==> config.mk <==
export PLATFORM = sky130hd
export DESIGN_NAME = ans_bin_decoder
export DESIGN_NICKNAME = d
export VERILOG_FILES = /design/src/rtl/ans_dec_pkg.sv /design/src/rtl/ans_inverse_map.sv /design/src/rtl/ans_refill.sv /design/src/rtl/ans_bin_decoder.sv
export SDC_FILE = /design/constraint.sdc
export NUM_CORES = 1
export LEC_CHECK = 0
export BUFFER_PORTS_ARGS = -buffer_cell sky130_fd_sc_hd__buf_2
export CAP_MARGIN = 10
export CORE_MARGIN = 10
export CORE_UTILIZATION = 55
export CTS_BUF_LIST = sky130_fd_sc_hd__clkbuf_4 sky130_fd_sc_hd__clkbuf_8
export DETAILED_ROUTE_END_ITERATION = 6
export PLACE_DENSITY_LB_ADDON = 0.1
export SLEW_MARGIN = 20
export SYNTH_ARGS = -nofsm -noshare
export SYNTH_HDL_FRONTEND = slang
export SYNTH_SLANG_ARGS = --single-unit
==> constraint.sdc <==
create_clock -name clk -period 5.6 [get_ports clk]
set_clock_uncertainty 0.15 [all_clocks]
set_input_delay 0 -clock clk [delete_from_list [all_inputs] [get_ports clk]]
set_output_delay 0 -clock clk [all_outputs]
set_load 0.1 [all_outputs]
==> src/rtl/ans_dec_pkg.sv <==
package ans_dec_pkg;
    localparam int STATE_W = 5;
    localparam int LOW_BOUND = 1 << (STATE_W - 1);

    typedef enum logic [1:0] {
        ST_EMPTY = 2'd0,
        ST_IDLE  = 2'd1,
        ST_FILL  = 2'd2,
        ST_OUT   = 2'd3
    } dec_st_t;

    localparam logic SYM_A = 1'b0;
    localparam logic SYM_B = 1'b1;

    function automatic logic in_window(input logic [STATE_W-1:0] x);
        return x >= STATE_W'(LOW_BOUND);
    endfunction
endpackage

==> src/rtl/ans_inverse_map.sv <==
module ans_inverse_map
    import ans_dec_pkg::*;
(
    input  logic [STATE_W-1:0] x_in,
    output logic               sym,
    output logic [STATE_W-1:0] x_out
);
    logic [STATE_W-1:0] quot;
    logic [STATE_W-1:0] rem;

    always_comb begin
        quot = STATE_W'(x_in[STATE_W-1:2]);
        rem  = STATE_W'(x_in[1:0]);
        if (rem == '0) begin
            sym   = SYM_A;
            x_out = quot;
        end else begin
            sym   = SYM_B;
            x_out = (quot << 1) + quot + rem - STATE_W'(1);
        end
    end
endmodule

==> src/rtl/ans_refill.sv <==
module ans_refill
    import ans_dec_pkg::*;
(
    input  logic [STATE_W-1:0] x_in,
    input  logic               bit_in,
    output logic [STATE_W-1:0] x_out,
    output logic               done
);
    always_comb begin
        x_out = {x_in[STATE_W-2:0], bit_in};
        done  = in_window(x_out);
    end
endmodule

==> src/rtl/ans_bin_decoder.sv <==
module ans_bin_decoder
    import ans_dec_pkg::*;
(
    input  logic               clk,
    input  logic               rst,
    input  logic               init_valid,
    input  logic [STATE_W-1:0] init_state,
    input  logic               req_valid,
    output logic               req_ready,
    input  logic               bit_valid,
    input  logic               bit_data,
    output logic               bit_ready,
    output logic               sym_valid,
    output logic               sym_out,
    input  logic               sym_ready
);
    dec_st_t            st_q, st_d;
    logic [STATE_W-1:0] x_q, x_d;
    logic               sym_q, sym_d;

    logic               dec_sym;
    logic [STATE_W-1:0] dec_x;
    logic [STATE_W-1:0] fill_x;
    logic               fill_done;

    ans_inverse_map u_map (
        .x_in  (x_q),
        .sym   (dec_sym),
        .x_out (dec_x)
    );

    ans_refill u_fill (
        .x_in   (x_q),
        .bit_in (bit_data),
        .x_out  (fill_x),
        .done   (fill_done)
    );

    // next-state logic
    always_comb begin
        st_d  = st_q;
        x_d   = x_q;
        sym_d = sym_q;
        unique case (st_q)
            ST_EMPTY: begin
                if (init_valid && in_window(init_state)) begin
                    x_d  = init_state;
                    st_d = ST_IDLE;
                end
            end
            ST_IDLE: begin
                if (req_valid) begin
                    x_d   = dec_x;
                    sym_d = dec_sym;
                    st_d  = in_window(dec_x) ? ST_OUT : ST_FILL;
                end else if (init_valid && in_window(init_state)) begin
                    x_d = init_state;
                end
            end
            ST_FILL: begin
                if (bit_valid) begin
                    x_d = fill_x;
                    if (fill_done) st_d = ST_OUT;
                end
            end
            ST_OUT: begin
                if (sym_ready) st_d = ST_IDLE;
            end
            default: st_d = ST_EMPTY;
        endcase
    end

    // state register
    always_ff @(posedge clk) begin
        if (rst) begin
            st_q  <= ST_EMPTY;
            x_q   <= '0;
            sym_q <= SYM_A;
        end else begin
            st_q  <= st_d;
            x_q   <= x_d;
            sym_q <= sym_d;
        end
    end

    // outputs
    always_comb begin
        req_ready = (st_q == ST_IDLE);
        bit_ready = (st_q == ST_FILL);
        sym_valid = (st_q == ST_OUT);
        sym_out   = sym_q;
    end

    // no request is taken without a loaded state
    assert_empty_holdoff_R3: assert property (@(posedge clk) disable iff (rst)
        (st_q == ST_EMPTY) |-> !req_ready && !bit_ready && !sym_valid);

    // bits are requested only below the window
    assert_fill_below_R6: assert property (@(posedge clk) disable iff (rst)
        bit_ready |-> !in_window(x_q));

    // an in-window decode goes straight to the output
    assert_no_read_R7: assert property (@(posedge clk) disable iff (rst)
        (req_valid && req_ready && in_window(dec_x)) |=> sym_valid && !bit_ready);

    // a presented symbol comes with an in-window state
    assert_out_in_window_R8: assert property (@(posedge clk) disable iff (rst)
        sym_valid |-> in_window(x_q));

    // the symbol holds until taken
    assert_sym_hold_R8: assert property (@(posedge clk) disable iff (rst)
        (sym_valid && !sym_ready) |=> sym_valid && $stable(sym_out));

    // a stalled bit source freezes the state
    assert_stall_R10: assert property (@(posedge clk) disable iff (rst)
        (bit_ready && !bit_valid) |=> bit_ready && $stable(x_q));
endmodule

==> metrics.txt <==
Synth Register Bits=8; Final setup violation count=0; Top delay family on crit path=adder cells; site row count=14; first-pass detailed-route iteration total=4; DP Worst Slack=3297 ps; die area=3551 sq um; crit-path max FO=7; Synth Area per Inst=8.452 sq um; CTS Buffer Depth=2; Tmin final=2317 ps; via count=808; hold slack=16.48 ps; RePlAce Congestion=0.8474; Clock Latency Late Sink=270 ps; maximum VDD drop=350.5 uV; Netlist cell types=36; Power Density=610.6 nW/um^2; Area contributors post-synth=dfxtp_1, ha_1, inv_1, mux2_2, fa_1; Chip Width=59.59 um; Synth area leader=dfxtp_1; vias in the first global route=784; Buf/Inv on CP=1; largest net degree at the start of global routing=12; RSZ-0062 raised after global routing=no; H-tree depth=1; total gr overflow=0; most frequent cells in the layout=inv_1, buf_2, ha_1; status=completed; CP max-delay cell=fa_1; post-route setup TNS=0 ps; WS Path Type=reg -> reg; area grow syn2layout=15.09%; Initial Util=0.5790; Final Slew Violations=0; final non-filler cell area=992.2 sq um; DR WL/cell=15.24 um; CTS tree=done; Cell Count, Final, Fillers Out=136; die height=59.59 um; CP startpoint kind=flop; Worst slew margin=0.6758; YS warnings=0; # clock sinks=8; Seq/Total Area, Yosys=0.1858; I/O Pins=16; worst path required time=5640 ps; Core Area=1489 sq um; CP Capture Type=flop; max cap viols=0; Cell Chain, Critical Path=inv_1 > ha_1 > fa_1 > o31ai_1 > xnor2_1 > nand3b_1 > a41oi_1; PnR worst setup slack=3283 ps; Tcrit/Tclk final=0.4137; ant diodes=0; Tightest Pin Transition=489.7 ps; DR iter-0 viols=18; layout cell share with drive strength beyond 1=0.2083; worst hold path class=in -> reg; Worst-path clk slew=60 ps; initial antenna violation count=0; GR Util All Layers=0.1269; vias per cell=5.941; post-placement cell area=939.7 sq um; postcts setup bufs=0; hpwl dp=1598 um; top-area cell type share of the netlist area=0.1858; WL final=2072 um; CTS root buf=clkbuf_4; IO Port Bufs=15; Syn Inst Count=102; Mapped Area=862.1 sq um; total CTS buffers=3; Highest Clock Rate=0.4317 GHz; nets=148; signal arrival time at the worst endpoint=2360 ps; Residual DRC=0; first-pass GRT wire length=3470 um; Worst path max stage delay=530 ps; Hold Vio Cnt, Final=0; Synth Net Count=128; DP Cell Count=130; Antenna Nets Post-Route=0; P_leak=0.4286 nW
worst paths after layout:
check / start / endpoint / slack (ps) / cells past startpoint
setup / recovery: x_q[1]$_SDFFE_PP0P_ / st_q[0]$_SDFFE_PP0P_ / 3280 / 7
setup reg to reg: x_q[1]$_SDFFE_PP0P_ / st_q[0]$_SDFFE_PP0P_ / 3280 / 7
hold / removal: init_state[2] / x_q[2]$_SDFFE_PP0P_ / 20 / 4
hold reg to reg: st_q[1]$_SDFFE_PP0P_ / st_q[1]$_SDFFE_PP0P_ / 420 / 2
registers in the layout (all words and copies together) (netlist names):
name,count
st_q,2
sym_out,1
x_q,5
layer usage:
layer	GRT usage	up-vias	wire length (um)
met5	0	-	0
met4	0.05449	0	33
met1	0.1441	374	903
li1	-	400	-
met2	0.2036	28	1002
met3	0.05150	6	133
synth_stat cells (all sizes together):
| cell type | instances |
|---|---|
| a41oi | 2 |
| a211o | 2 |
| a221oi | 1 |
| xor2 | 2 |
| a21boi | 2 |
| nand2 | 4 |
| buf | 3 |
| o211ai | 2 |
| mux2 | 4 |
| nor2b | 2 |
| a31oi | 4 |
| a2111oi | 1 |
| a311oi | 1 |
| nor2 | 7 |
| or2 | 1 |
| a21oi | 6 |
| nand2b | 3 |
| inv | 15 |
| ha | 12 |
| o31ai | 1 |
| a32oi | 2 |
| or3b | 1 |
| dfxtp | 8 |
| and2 | 1 |
| o32ai | 1 |
| xnor2 | 2 |
| nand3 | 1 |
| nand3b | 1 |
| o21ai | 6 |
| and2b | 1 |
| fa | 2 |
| mux2i | 1 |
layout make-up:
class                      instances  area (sq um)
clock buffer                       3         22.52
multi-input combinational         76         628.1
sequential                         8         160.2
timing repair buffer              18         105.1
inverter                          15         56.30
tap                               16         20.02
fill                             128         496.7
metrics by stage:
| stage | total power [mW] | util |
|---|---|---|
| 6_report | 0.6059 | 0.6664 |
| 5_1_grt | 0.6589 | 0.6664 |
| 4_1_cts | 0.6056 | 0.6664 |
| 3_5_place_dp | 0.5524 | 0.6311 |
| 3_3_place_gp | 0.5477 | 0.6311 |
| 2_1_floorplan | 0.4740 | - |
power breakdown:
| part | total [mW] | switching, mW | internal, mW | leakage [nW] |
|---|---|---|---|---|
| sequential | 0.112 | 0.0335 | 0.0785 | 0.0656 |
| clock | 0.0495 | 0.0247 | 0.0249 | 0.0138 |
| combinational | 0.444 | 0.266 | 0.178 | 0.349 |
| total | 0.606 | 0.324 | 0.281 | 0.429 |
cells by family after synthesis:
kind of cell | count (synthesis) | share of synthesized area
AOI/OAI and AO/OA | 31 | 0.2656
and+or+nand+nor | 22 | 0.1379
buffers and inverters | 18 | 0.08563
adders and majority gates | 14 | 0.2206
DFF | 8 | 0.1858
muxes | 5 | 0.06386
xor gates and xnor gates | 4 | 0.04065
timing repair:
action,CTS,global route
endpoints found under the hold margin,5,0
resized for setup,0,0
hold buffers,3,0
tightest hold or removal path: stages:
cell     delay [ps]
buf_2            70
mux2_2          130
a32oi_1          50
a31oi_1         150
Note: power is estimated with default switching activity, not from simulation.
